===== src/rtl/prio_irq_pkg.sv =====
package prio_irq_pkg;

  // Strobes from control to datapath
  typedef struct packed {
    logic capture;  // latch winner into vector registers
    logic ackClr;   // held vector acknowledged, clear its pending flag
  } ctrlStrobe_t;

endpackage


===== src/rtl/prio_irq_select.sv =====
module prio_irq_select #(
  parameter int NUM_SRC = 8,
  parameter int LVL_W   = 4,
  localparam int ID_W   = (NUM_SRC > 1) ? $clog2(NUM_SRC) : 1
) (
  input  logic [NUM_SRC-1:0]       effReq,
  input  logic [NUM_SRC*LVL_W-1:0] lvlFlat,
  output logic [ID_W-1:0]          winIdx,
  output logic [LVL_W-1:0]         winLvl
);

  // Ascending scan with strict compare: lowest index keeps a tie.
  always_comb begin
    winLvl = '0;
    winIdx = '0;
    for (int i = 0; i < NUM_SRC; i++) begin
      if (effReq[i] && (lvlFlat[i*LVL_W +: LVL_W] > winLvl)) begin
        winLvl = lvlFlat[i*LVL_W +: LVL_W];
        winIdx = ID_W'(i);
      end
    end
  end

endmodule


===== src/rtl/prio_irq_datapath.sv =====
module prio_irq_datapath
  import prio_irq_pkg::*;
#(
  parameter int NUM_SRC = 8,
  parameter int LVL_W   = 4,
  parameter logic [NUM_SRC-1:0] EDGE_MASK = '0,
  localparam int ID_W   = (NUM_SRC > 1) ? $clog2(NUM_SRC) : 1
) (
  input  logic               clk,
  input  logic               rst_n,
  input  logic               cfgWrEn,
  input  logic [ID_W-1:0]    cfgWrIdx,
  input  logic [LVL_W-1:0]   cfgWrLvl,
  input  logic [NUM_SRC-1:0] srcReq,
  input  logic [LVL_W-1:0]   cpuMask,
  input  ctrlStrobe_t        strb,
  output logic               candAccept,
  output logic               heldEdge,
  output logic [ID_W-1:0]    vecNum,
  output logic [LVL_W-1:0]   vecLvl
);

  logic [LVL_W-1:0]         prioReg [NUM_SRC];
  logic [NUM_SRC*LVL_W-1:0] lvlFlat;
  logic [NUM_SRC-1:0]       effReq;
  logic [ID_W-1:0]          winIdx;
  logic [LVL_W-1:0]         winLvl;
  logic [ID_W-1:0]          vecNumQ;
  logic [LVL_W-1:0]         vecLvlQ;

  for (genvar i = 0; i < NUM_SRC; i++) begin : gSrc
    always_ff @(posedge clk or negedge rst_n) begin
      if (!rst_n)
        prioReg[i] <= '0;
      else if (cfgWrEn && (cfgWrIdx == ID_W'(i)))
        prioReg[i] <= cfgWrLvl;
    end
    assign lvlFlat[i*LVL_W +: LVL_W] = prioReg[i];

    assert_prio_write_R2: assert property (@(posedge clk) disable iff (!rst_n)
      (cfgWrEn && (cfgWrIdx == ID_W'(i))) |=> (prioReg[i] == $past(cfgWrLvl)));

    if (EDGE_MASK[i]) begin : gEdge
      logic prevQ;
      logic pendQ;
      always_ff @(posedge clk or negedge rst_n) begin
        if (!rst_n) begin
          prevQ <= 1'b0;
          pendQ <= 1'b0;
        end else begin
          prevQ <= srcReq[i];
          if (srcReq[i] && !prevQ)
            pendQ <= 1'b1;
          else if (strb.ackClr && (vecNumQ == ID_W'(i)))
            pendQ <= 1'b0;
        end
      end
      assign effReq[i] = pendQ;

      assert_edge_latch_R8: assert property (@(posedge clk) disable iff (!rst_n)
        (srcReq[i] && !prevQ) |=> pendQ);
      assert_edge_clear_R8: assert property (@(posedge clk) disable iff (!rst_n)
        (strb.ackClr && (vecNumQ == ID_W'(i)) && !(srcReq[i] && !prevQ)) |=> !pendQ);
    end else begin : gLevel
      assign effReq[i] = srcReq[i];
    end
  end

  prio_irq_select #(
    .NUM_SRC (NUM_SRC),
    .LVL_W   (LVL_W)
  ) uSelect (
    .effReq  (effReq),
    .lvlFlat (lvlFlat),
    .winIdx  (winIdx),
    .winLvl  (winLvl)
  );

  // A zero level never exceeds any mask, so disabled sources are never taken
  assign candAccept = (winLvl > cpuMask);

  always_ff @(posedge clk or negedge rst_n) begin
    if (!rst_n) begin
      vecNumQ <= '0;
      vecLvlQ <= '0;
    end else if (strb.capture) begin
      vecNumQ <= winIdx;
      vecLvlQ <= winLvl;
    end
  end

  assign heldEdge = EDGE_MASK[vecNumQ];
  assign vecNum   = vecNumQ;
  assign vecLvl   = vecLvlQ;

  assert_capture_level_R5: assert property (@(posedge clk) disable iff (!rst_n)
    strb.capture |=> (vecLvlQ > $past(cpuMask)));

endmodule


===== src/rtl/prio_irq_control.sv =====
module prio_irq_control
  import prio_irq_pkg::*;
(
  input  logic        clk,
  input  logic        rst_n,
  input  logic        candAccept,
  input  logic        heldEdge,
  input  logic        cpuAck,
  input  logic        excStart,
  output ctrlStrobe_t strb,
  output logic        cpuIrq,
  output logic        irqOutN
);

  logic irqQ;
  logic pinQ;
  logic holdQ;   // edge vector acknowledged, waiting for exception start

  assign strb.capture = !irqQ && candAccept;
  assign strb.ackClr  = irqQ && cpuAck;

  always_ff @(posedge clk or negedge rst_n) begin
    if (!rst_n) begin
      irqQ  <= 1'b0;
      pinQ  <= 1'b1;
      holdQ <= 1'b0;
    end else begin
      if (strb.capture)
        irqQ <= 1'b1;
      else if (strb.ackClr)
        irqQ <= 1'b0;

      if (strb.capture)
        pinQ <= 1'b0;
      else if (strb.ackClr && !heldEdge)
        pinQ <= 1'b1;
      else if (holdQ && excStart)
        pinQ <= 1'b1;

      if (strb.capture)
        holdQ <= 1'b0;
      else if (strb.ackClr && heldEdge)
        holdQ <= 1'b1;
      else if (excStart)
        holdQ <= 1'b0;
    end
  end

  assign cpuIrq  = irqQ;
  assign irqOutN = pinQ;

  assert_take_R6: assert property (@(posedge clk) disable iff (!rst_n)
    strb.capture |=> (irqQ && !pinQ));
  assert_level_release_R9: assert property (@(posedge clk) disable iff (!rst_n)
    (strb.ackClr && !heldEdge) |=> pinQ);
  assert_edge_wait_R10: assert property (@(posedge clk) disable iff (!rst_n)
    (strb.ackClr && heldEdge) |=> !pinQ);
  assert_hold_low_R10: assert property (@(posedge clk) disable iff (!rst_n)
    (holdQ && !excStart) |=> !pinQ);
  assert_keep_low_R11: assert property (@(posedge clk) disable iff (!rst_n)
    (!pinQ && strb.capture) |=> !pinQ);
  assert_exc_idle_R12: assert property (@(posedge clk) disable iff (!rst_n)
    (excStart && !holdQ && !strb.capture && !strb.ackClr) |=> $stable(pinQ));

endmodule


===== src/rtl/prio_irq_ctrl.sv =====
module prio_irq_ctrl
  import prio_irq_pkg::*;
#(
  parameter int NUM_SRC = 8,
  parameter int LVL_W   = 4,
  parameter logic [NUM_SRC-1:0] EDGE_MASK = 8'hF0,
  localparam int ID_W   = (NUM_SRC > 1) ? $clog2(NUM_SRC) : 1
) (
  input  logic               clk,
  input  logic               rst_n,
  input  logic               cfgWrEn,
  input  logic [ID_W-1:0]    cfgWrIdx,
  input  logic [LVL_W-1:0]   cfgWrLvl,
  input  logic [NUM_SRC-1:0] srcReq,
  input  logic [LVL_W-1:0]   cpuMask,
  input  logic               cpuAck,
  input  logic               excStart,
  output logic               cpuIrq,
  output logic               irqOutN,
  output logic [ID_W-1:0]    vecNum,
  output logic [LVL_W-1:0]   vecLvl
);

  ctrlStrobe_t strb;
  logic        candAccept;
  logic        heldEdge;

  prio_irq_datapath #(
    .NUM_SRC   (NUM_SRC),
    .LVL_W     (LVL_W),
    .EDGE_MASK (EDGE_MASK)
  ) uDatapath (
    .clk        (clk),
    .rst_n      (rst_n),
    .cfgWrEn    (cfgWrEn),
    .cfgWrIdx   (cfgWrIdx),
    .cfgWrLvl   (cfgWrLvl),
    .srcReq     (srcReq),
    .cpuMask    (cpuMask),
    .strb       (strb),
    .candAccept (candAccept),
    .heldEdge   (heldEdge),
    .vecNum     (vecNum),
    .vecLvl     (vecLvl)
  );

  prio_irq_control uControl (
    .clk        (clk),
    .rst_n      (rst_n),
    .candAccept (candAccept),
    .heldEdge   (heldEdge),
    .cpuAck     (cpuAck),
    .excStart   (excStart),
    .strb       (strb),
    .cpuIrq     (cpuIrq),
    .irqOutN    (irqOutN)
  );

  assert_hold_vec_R7: assert property (@(posedge clk) disable iff (!rst_n)
    (cpuIrq && !cpuAck) |=> (cpuIrq && $stable(vecNum) && $stable(vecLvl)));
  assert_ack_drop_R7: assert property (@(posedge clk) disable iff (!rst_n)
    (cpuIrq && cpuAck) |=> !cpuIrq);
  assert_rise_above_mask_R5: assert property (@(posedge clk) disable iff (!rst_n)
    $rose(cpuIrq) |-> (vecLvl > $past(cpuMask)));

endmodule


===== config.mk =====
export PLATFORM = sky130hd
export DESIGN_NAME = prio_irq_ctrl
export DESIGN_NICKNAME = d
export VERILOG_FILES = /design/src/rtl/prio_irq_pkg.sv /design/src/rtl/prio_irq_select.sv /design/src/rtl/prio_irq_datapath.sv /design/src/rtl/prio_irq_control.sv /design/src/rtl/prio_irq_ctrl.sv
export SDC_FILE = /design/constraint.sdc
export NUM_CORES = 1
export LEC_CHECK = 0
export ABC_CLOCK_PERIOD_IN_PS = 12400
export BUFFER_PORTS_ARGS = -buffer_cell sky130_fd_sc_hd__buf_2
export CORE_MARGIN = 8
export CORE_UTILIZATION = 28
export CTS_BUF_LIST = sky130_fd_sc_hd__clkbuf_8 sky130_fd_sc_hd__clkbuf_16
export DETAILED_ROUTE_END_ITERATION = 6
export GPL_TIMING_DRIVEN = 0
export MAX_ROUTING_LAYER = met4
export SKIP_LAST_GASP = 1
export SYNTH_ARGS = -nofsm -noshare
export SYNTH_HDL_FRONTEND = slang
export SYNTH_HIERARCHICAL = 1
export SYNTH_SLANG_ARGS = --single-unit

===== constraint.sdc =====
create_clock -name clk -period 12.4 [get_ports clk]
set_input_delay 1.86 -clock clk [delete_from_list [all_inputs] [get_ports clk]]
set_output_delay 1.86 -clock clk [all_outputs]
set_load 0.01 [all_outputs]

Word-level counts from Yosys, hierarchy flattened:

Memory sizes are Yosys's and may differ from the RTL's.
Index checks and enable logic that the tools add are counted.

* memories kept: 1
* memory bits (read-only): 8
* register bits after elaboration: 50

* magnitude comparators: 10
* reduce and logical (&&, ||, !) cells: 43
* muxes and demuxes: 32
* equal/unequal tests: 11

Memories
* (name not given): words 8, width 1, read ports 1, clocked after memory_dff 0, wr ports 0, line prio_irq_datapath.sv:92 `assign heldEdge = EDGE_MASK[vecNumQ];`

Operators with widths (count)
* $gt 4x4->1: 8
* $mux 4: 8
* $logic_and 1x1->1: 29
* $eq 3x3->1 const B: 8
* $mux 1: 18
* $mux 3: 6
* $reduce_bool 2->1: 5
* $eq 3x2->1 const B: 2
* $logic_not 1->1: 6
* $reduce_bool 3->1: 2
* $gt 4x1->1 const B: 1
* $lt 3x4->1 const B: 1
* $eq 3x1->1 const B: 1
* $logic_not 3->1: 1

Longest topological paths before layout:

Gate-level depths: netlist (run 1).

* depth after elaboration: 27
* depth in mapped cells: 64

Hierarchy:

The synthesis (run 1) kept the hierarchy.

By module, submodules not included
* prio_irq_datapath: cells an instance 127, seq. area each 1176.1 µm², instances 1, area an instance 1880.6 µm²
* prio_irq_select: cells an instance 189, seq. area each 0.0 µm², instances 1, area an instance 1423.9 µm²
* prio_irq_control: cells an instance 12, seq. area each 76.3 µm², instances 1, area an instance 140.1 µm²

Worst setup path after synthesis (run 1):

No wires, ideal clock.

* kind: input -> register
* start point: input srcReq[0]
* end point: register uDatapath.vecLvlQ[0] (netlist: uDatapath/vecLvl[0])
* path buffers: 2
* data required time: 12275 ps
* data arrival time: 12436 ps
* setup time: 125 ps
* stages on the path: 57
* slack: -161 ps
* path through: nand2_1 ha_1 nor2b_4 o211ai_2 a21oi_1 nand2_1 o21ai_0 inv_1 ha_1 a21o_1 a41o_1 a31o_2 nand3_2 mux2i_1 ha_1 a21o_1 a21oi_1 a211oi_1 [... 21 more ...] o22ai_1 o221a_2 clkbuf_8 mux2_2 ha_1 nor2b_1 o21ai_0 nand2b_1 a21oi_1 nor2_1 or2_2 o221ai_1 ha_1 and4_1 a21oi_1 nor2b_2 clkbuf_1 mux2_2

RTL lines
* start, declared: line prio_irq_ctrl.sv:14 `input logic [NUM_SRC-1:0] srcReq,`
* end signal, assigned: line prio_irq_datapath.sv:88 `vecLvlQ <= winLvl;`
* end, declared: line prio_irq_datapath.sv:29 `logic [LVL_W-1:0] vecLvlQ;`

==> results of run 1 <==
## worst max-delay path: cells and delay by family
kind / cells / cell delay (ns)
buffers and inverters: 8 / 0.91
adder cells (fa/ha/maj): 9 / 2.27
multiplexers: 7 / 1.87
AO/OA/AOI/OAI: 25 / 4.53
AND/OR/NAND/NOR: 10 / 1.10
## layout by cell type, fill, tap and decap left out, types with 3 or more instances in the layout
| cell | synthesis | layout |
|---|---|---|
| inv_1 | 38 | 36 |
| nand2_1 | 24 | 20 |
| buf_6 | 1 | 7 |
| a21oi_1 | 16 | 9 |
| mux2_4 | 3 | 15 |
| buf_2 | 0 | 31 |
| a31oi_1 | 5 | 5 |
| inv_2 | 0 | 3 |
| nand2b_1 | 3 | 3 |
| o21ai_0 | 16 | 9 |
| nand4b_1 | 3 | 3 |
| nand3_1 | 6 | 5 |
| mux2i_1 | 7 | 4 |
| a21o_1 | 5 | 5 |
| dfrtp_1 | 49 | 49 |
| ha_4 | 0 | 16 |
| nor2b_4 | 1 | 4 |
| buf_4 | 1 | 24 |
| ha_1 | 28 | 10 |
| mux2_2 | 46 | 34 |
| nand3b_1 | 4 | 4 |
| mux2i_2 | 0 | 3 |
| or2_2 | 4 | 3 |
| a21oi_2 | 0 | 6 |
| o21ai_1 | 0 | 5 |
| nand4_1 | 4 | 4 |
| nor2_1 | 6 | 4 |
| o21a_1 | 3 | 3 |
| clkbuf_16 | 0 | 5 |
| a41oi_1 | 3 | 3 |
## routing by layer
metal | routed length (um) | vias up | track usage
li1 | - | 1347 | -
met1 | 3990 | 1352 | 0.129
met2 | 4480 | 29 | 0.181
met3 | 138 | 9 | 0.0117
met4 | 129 | 0 | 0.0343
met5 | 0 | - | -
## layout make-up
cell class                 instances  area [um^2]
fill                            1125         7300
sequential                        50         1250
clock inverter                     3         41.3
clock buffer                       5          125
inverter                          38          143
tap                              147          184
timing repair buffer              63          443
buffer                             6         72.6
multi-input combinational        234         2450
## cell families after synthesis
family | synth area share
adders and majority gates | 0.111
muxes | 0.184
buffers and inverters | 0.0588
DFF | 0.364
AOI/OAI and AO/OA | 0.157
xor gates and xnor gates | 0.00254
and+or+nand+nor | 0.124
## registers in the layout, summed over array words and instances (netlist names)
| register | cells |
|---|---|
| uControl/holdQ | 1 |
| uDatapath/gSrc.gEdge.prevQ | 4 |
| uControl/cpuIrq | 1 |
| uDatapath/lvlFlat | 32 |
| uDatapath/gSrc.gEdge.pendQ | 4 |
| uDatapath/vecNum | 3 |
| uControl/irqOutN | 1 |
| uDatapath/vecLvl | 4 |
## per-stage QoR
stage | cell area [um^2] | hold slack, ns | setup TNS [ns] | std cells | utilization
CTS | 4330 | 0.430 | 0 | 536 | 0.361
finish | 4710 | 0.422 | 0 | 546 | 0.392
global placement | 3800 | 0.414 | -10.34 | 507 | 0.316
global route | 4710 | 0.457 | -3.81 | 546 | 0.392
detailed placement | 3800 | 0.421 | -12.01 | 507 | 0.316
floorplan | 3450 | 0.400 | 0 | 328 | -
## final timing paths
| check | from | end | slack (ns) | depth (start not counted) |
|---|---|---|---|---|
| hold / removal | uDatapath/gSrc[6].gEdge.prevQ$_DFF_PN0_ | uDatapath/gSrc[6].gEdge.pendQ$_DFFE_PN0P_ | 0.42 | 1 |
| max in group asynchronous | rst_n | uDatapath/lvlFlat[13]$_DFFE_PN0P_ | 9.94 | 1 |
| hold reg to reg | uDatapath/gSrc[6].gEdge.prevQ$_DFF_PN0_ | uDatapath/gSrc[6].gEdge.pendQ$_DFFE_PN0P_ | 0.42 | 1 |
| min in group asynchronous | rst_n | uDatapath/vecLvl[2]$_DFFE_PN0P_ | 1.77 | 1 |
| setup reg to reg | uDatapath/lvlFlat[1]$_DFFE_PN0P_ | uDatapath/vecLvl[0]$_DFFE_PN0P_ | 1.29 | 58 |
| setup / recovery | srcReq[0] | uDatapath/vecLvl[0]$_DFFE_PN0P_ | 0.02 | 59 |
## what timing repair did
action	in CTS	in global routing
setup buffers	20	10
cloned	1	0
hold endpoints to repair	0	0
endpoints found under the setup margin	10	10
resized for setup	33	63
pin swaps	19	41
==> metrics, run 1 <==
CTS tree=yes; DR vias=2737; register area share after synthesis=0.364; CTS max path bufs=2; min cycle time layout=12.38 ns; Die X-Extent=127 um; nets=450; Routed WL=8.74 mm; Inserted Diodes=0; Worst EP required=12.57 ns; Syn Nets=380; initial antenna violation count=0; die height=127 um; drt first pass iters=4; Final period util=0.998; DRC viols=0; relative slew slack=0.267; commonest cells in the netlist=49 x dfrtp_1, 46 x mux2_2, 38 x inv_1, 28 x ha_1, 24 x nand2_1; final setup margin=0.0243 ns; row count=40; Synth Cell Area=3440 um^2; crit path max fanout=7; final hold vios=0; Async SR Flop Fraction=1.00; GRT Total Usage=0.106; status=completed; Hold WC Path Type=flop to flop; Syn Inst Count=328; Starting Density=0.287; Setup CP Type=input pin to flop; hold_buf cts=0; Sink Count=50; Inserted Clock Buffers=5; Via density=5.01; first-pass GRT wire length=13.8 mm; ys flop type=dfrtp_1; Avg WL per Cell=16.0 um; CP endpoint kind=flop; Area contributors post-synth=dfrtp_1 36%, mux2_2 15%, ha_1 10%; CTS root buf=clkbuf_16; Slew @ Worst Pin=1.10 ns; post-DP HPWL=5.88 mm; Ports=33; Worst EP arrival=12.55 ns; CP Launch Type=input pin; GPL Wtd Cong=0.776; Final Max Slew Viols=0; Place WS=-1.41 ns; core area=12000 um^2; largest net degree at the start of global routing=51; Yosys warning count=6; Post-synth EDFFs=0; CP max stage cell=a221o_1; Area Growth Syn to Fin=36.7%; count of cell types in the netlist=63; number of global-route vias before repair=2795; worst-skew pair later-pin latency=0.29 ns; share of the synthesized area in the top cell type=0.356; DRT antenna net count=0; fmax=80.8 MHz; layout cells sized above 1=0.499; port buffer count=32; RSZ-0062 raised after global routing=yes; most frequent CP cell=ha_4; Clock transition at path regs=0.06 ns; max_cap viols=0; Synth Register Bits=50; mean post-synth cell area=10.5 um^2; H-tree depth=2; CP max stage delay=0.37 ns; most frequent cell after synthesis=dfrtp_1; initial DRC count=139; Die ar.=16100 um^2; Setup Skew=0.00340 ns; total congestion overflow=0; top cell type by total area after synthesis=dfrtp_1; # setup viols final=0
Power of run 1 is not shown: default switching activity piles up to over one toggle a cycle in this logic, so the estimate is an artifact.
==> run 2: changes to the inputs <==
--- a/config.mk
+++ b/config.mk
@@ -12,7 +12,6 @@
 export CTS_BUF_LIST = sky130_fd_sc_hd__clkbuf_8 sky130_fd_sc_hd__clkbuf_16
 export DETAILED_ROUTE_END_ITERATION = 6
 export GPL_TIMING_DRIVEN = 0
-export MAX_ROUTING_LAYER = met4
 export SKIP_LAST_GASP = 1
 export SYNTH_ARGS = -nofsm -noshare
 export SYNTH_HDL_FRONTEND = slang
==> run 2 against run 1 <==
Final cell count increased by 0.37%. Flip-flop and latch count is the same. Largest cell class unchanged. Via count fell by 0.77%. Die area unchanged. Critical path depth fell by 1. Setup slack improved by 0.091 ns. Register-to-register slack gained 0.03 ns. Sequential share of layout area up 0.31 points.
==> metrics, run 2 (same netlist as run 1, synthesis figures left out) <==
Routed WL=8.71 mm; WHS Endpoint=uDatapath/gSrc[6].gEdge.pendQ$_DFFE_PN0P_; port buffer count=32; min cycle time layout=12.28 ns; # setup viols final=0; nets=452; Hold Path Stages=1; Setup Skew=0.00271 ns; DR vias=2716; max_cap viols=0; commonest non-fill, non-tap cell in the layout=dfrtp_1; worst-skew pair later-pin latency=0.29 ns; status=completed; Die X-Extent=127 um; Inserted Diodes=0; largest net degree at the start of global routing=51; Die ar.=16100 um^2; CP endpoint kind=flop; Final Max Slew Viols=0; die height=127 um; Post-Layout Inst Area=4650 um^2; CTS root buf=clkbuf_16; worst-case hold slack=0.422 ns; Worst EP required=12.57 ns; Ports=33; FF-to-FF setup slack=1.32 ns; GPL Wtd Cong=0.765; Setup CP Type=input pin to flop; most frequent cells in the layout=49 x dfrtp_1, 39 x mux2_2, 38 x inv_1, 31 x buf_2, 29 x buf_4; crit path max fanout=7; relative slew slack=0.279; H-tree depth=2; total congestion overflow=0; RSZ-0062 raised after global routing=yes; CTS tree=yes; most frequent CP cell=ha_4; DRT antenna net count=0; Starting Density=0.287; number of flip-flops under the largest register name=32; Hold WC Path Type=flop to flop; Avg WL per Cell=15.9 um; Worst EP arrival=12.46 ns; drt first pass iters=4; row count=40; first-pass GRT wire length=13.8 mm; number of global-route vias before repair=2802; Area Growth Syn to Fin=35.1%; DRC viols=0; post-DP HPWL=5.88 mm; CTS max path bufs=2; Worst R2R End=uDatapath/vecNum[2]$_DFFE_PN0P_; CP max stage delay=0.35 ns; CP max stage cell=mux2_2; fmax=81.4 MHz; core area=12000 um^2; Via density=4.96; CP Launch Type=input pin; FILL cells=1145; Final period util=0.991; GRT Total Usage=0.103; layout cells sized above 1=0.489; final hold vios=0; Sink Count=50; RR Startpoint=uDatapath/lvlFlat[1]$_DFFE_PN0P_; hold wc startpoint=uDatapath/gSrc[6].gEdge.prevQ$_DFF_PN0_; Clock transition at path regs=0.07 ns; Slew @ Worst Pin=1.08 ns; r2r worst-path depth=57; DP Area=3800 um^2; initial antenna violation count=0; Inserted Clock Buffers=5; initial DRC count=112
-- run 2: timing repair --
action / CTS / global route
endpoints found under the setup margin: 10 / 10
pin swaps: 19 / 29
hold buffers: 0 / 0
setup buffers: 20 / 13
endpoints found under the hold margin: 0 / 0
cloned: 1 / 0
resized for setup: 33 / 47
-- run 2: critical path: cells and delay by family --
kind	cells	cell delay (ns)
compound gates	23	4.24
fa+ha+maj	9	2.28
buf+inv	8	0.93
mux	7	1.91
simple gates	11	1.23
-- run 2: metal layers --
metal	GRT usage	up-vias	wire length (um)
li1	-	1342	-
met1	0.128	1343	3970
met2	0.181	26	4510
met3	0.0142	5	138
met4	0.0343	0	91
met5	0	-	0
-- run 2: how the worst max path moves through the flow --
stage | start | end | slack [ns]
floorplan | srcReq[0] | uDatapath/vecLvl[0]$_DFFE_PN0P_ | 0.01
global placement | srcReq[0] | uDatapath/vecLvl[1]$_DFFE_PN0P_ | -1.24
detailed placement | srcReq[0] | uDatapath/vecLvl[0]$_DFFE_PN0P_ | -1.41
CTS | srcReq[0] | uDatapath/vecLvl[0]$_DFFE_PN0P_ | 0.01
global route | srcReq[0] | uDatapath/vecLvl[1]$_DFFE_PN0P_ | -0.35
finish | srcReq[0] | uDatapath/vecNum[2]$_DFFE_PN0P_ | 0.12
-- run 2: area by class of cell --
type | count | area (um^2) | area share
multi-input cells | 234 | 2390 | 0.514
flip-flops and latches | 50 | 1250 | 0.269
repair buffers | 66 | 458 | 0.0984
well taps | 147 | 184 | 0.0395
inverters | 38 | 143 | 0.0307
clock buffers | 5 | 125 | 0.0269
plain buffers | 5 | 57.6 | 0.0124
clock inverters | 3 | 41.3 | 0.00887
-- run 2: per-stage QoR --
stage	TNS, ns	util	worst slack, ns	instances
5_1_grt	-2.59	0.387	-0.351	548
3_5_place_dp	-12.01	0.316	-1.41	507
2_1_floorplan	0	-	0.0102	328
6_report	0	0.387	0.116	548
4_1_cts	0	0.361	0.0118	536
3_3_place_gp	-10.34	0.316	-1.24	507
Power of run 2 is left out for the same reason.
==> run 3: changes to the inputs <==
--- a/config.mk
+++ b/config.mk
@@ -12,6 +12,7 @@
 export CTS_BUF_LIST = sky130_fd_sc_hd__clkbuf_8 sky130_fd_sc_hd__clkbuf_16
 export DETAILED_ROUTE_END_ITERATION = 6
 export GPL_TIMING_DRIVEN = 0
+export SETUP_SLACK_MARGIN = 0.15
 export SKIP_LAST_GASP = 1
 export SYNTH_ARGS = -nofsm -noshare
 export SYNTH_HDL_FRONTEND = slang
==> run 3 against run 2 <==
Core utilization rose by 0.39 points. Flip-flop and latch count did not move. Maximum frequency fell by 0.78%. Die area did not move. Via count rose by 2.5%. Register-to-register slack barely moved. Final area rose by 1.0%. Highest routed layer unchanged. Worst hold slack improved by 0.0043 ns.
==> metrics, run 3 (same netlist as run 1, synthesis figures left out) <==
post-DP HPWL=5.98 mm; Avg WL per Cell=16.1 um; Final Max Slew Viols=0; RSZ-0062 raised after global routing=yes; most frequent cells in the layout=49 x dfrtp_1, 41 x buf_4, 37 x inv_1, 35 x mux2_2, 31 x buf_2; DRC viols=0; wire length on met1=3.97 mm; Setup Skew=0.00642 ns; Util after Layout=0.391; number of global-route vias before repair=2858; Clock transition at path regs=0.07 ns; Routed WL=8.93 mm; CP Launch Type=input pin; FILL cells=1165; Worst EP required=12.58 ns; met3 wire length=191 um; hold_buf cts=0; Final period util=0.998; Inserted Diodes=0; min cycle time layout=12.38 ns; Sink Count=50; Hold WC Path Type=flop to flop; commonest non-fill, non-tap cell in the layout=dfrtp_1; Die ar.=16100 um^2; # setup viols final=0; most frequent CP cell=ha_4; number of flip-flops under the largest register name=32; Setup CP Type=input pin to flop; highest metal used=met4; CTS tree=yes; GRT Total Usage=0.107; Area Growth Syn to Fin=36.4%; fmax=80.8 MHz; CTS max path bufs=2; Inserted Clock Buffers=5; die height=127 um; CP max stage cell=mux2_4; drt first pass iters=4; port buffer count=32; Die X-Extent=127 um; DRT antenna net count=0; max_cap viols=0; GPL Wtd Cong=0.794; CTS root buf=clkbuf_16; final hold vios=0; Via density=5.01; relative slew slack=0.251; initial DRC count=88; first-pass GRT wire length=14.2 mm; CP max stage delay=0.33 ns; Starting Density=0.287; status=completed; initial antenna violation count=0; crit path max fanout=8; Ports=33; WL met2=4.57 mm; largest net degree at the start of global routing=51; CP endpoint kind=flop; core area=12000 um^2; Slew @ Worst Pin=1.12 ns; total congestion overflow=0; layout cells sized above 1=0.506; Worst EP arrival=12.56 ns; nets=460; DR vias=2783; row count=40; worst-skew pair later-pin latency=0.29 ns; H-tree depth=2
==> run 3: changes by cell type in the layout (fill, tap and decap cells not counted), sizes merged <==
| cell | before | now |
|---|---|---|
| buf | 68 | 77 |
| clkbuf | 7 | 6 |
==> run 3: routing by layer <==
layer | vias to the layer above | global-route usage
li1 | 1355 | -
met1 | 1375 | 0.126
met2 | 37 | 0.196
met3 | 16 | 0.0134
met4 | 0 | 0.0357
met5 | - | 0
==> run 3: repair_timing <==
action,in CTS,in global routing
buffers inserted,29,12
pin swaps,26,41
gates resized for setup,30,48
setup endpoints to repair,10,10
==> run 3: final cells by class <==
cell class                 instances  area (um^2)  share of cell area
tap                              147          184              0.0391
buffer                             6         72.6              0.0154
clock inverter                     3         41.3             0.00879
sequential                        50         1250               0.267
clock buffer                       5          125              0.0266
timing repair buffer              73          482               0.103
multi-input combinational        234         2400               0.511
inverter                          38          143              0.0304
==> run 3: worst paths after layout <==
kind	cells past startpoint	slack [ns]	start	end
worst min-delay path	1	0.43	uDatapath/gSrc[5].gEdge.prevQ$_DFF_PN0_	uDatapath/gSrc[5].gEdge.pendQ$_DFFE_PN0P_
worst max register to register	59	1.32	uDatapath/lvlFlat[3]$_DFFE_PN0P_	uDatapath/vecLvl[2]$_DFFE_PN0P_
min in group asynchronous	1	1.78	rst_n	uDatapath/vecLvl[2]$_DFFE_PN0P_
worst max-delay path	60	0.02	srcReq[0]	uDatapath/vecLvl[2]$_DFFE_PN0P_
max in group asynchronous	1	9.93	rst_n	uDatapath/gSrc[7].gEdge.prevQ$_DFF_PN0_
worst min register to register	1	0.43	uDatapath/gSrc[5].gEdge.prevQ$_DFF_PN0_	uDatapath/gSrc[5].gEdge.pendQ$_DFFE_PN0P_
==> run 3: critical path: cells and delay by family <==
family	cells	cell delay, ns
adders and majority gates	9	2.30
buffers and inverters	8	1.03
and+or+nand+nor	11	1.25
muxes	7	1.92
AOI/OAI and AO/OA	25	4.20
==> run 3: stage by stage <==
step                instances  setup WS, ns  cell area [um^2]  hold slack, ns  setup TNS (ns)
global placement          507        -0.902              3840           0.412           -7.38
floorplan                 328         0.168              3500           0.400               0
detailed placement        507         -1.12              3840           0.418           -9.54
finish                    556        0.0191              4700           0.427               0
global route              556        -0.380              4700           0.441           -2.56
CTS                       544         0.174              4380           0.436               0
Power of run 3 is left out for the same reason.
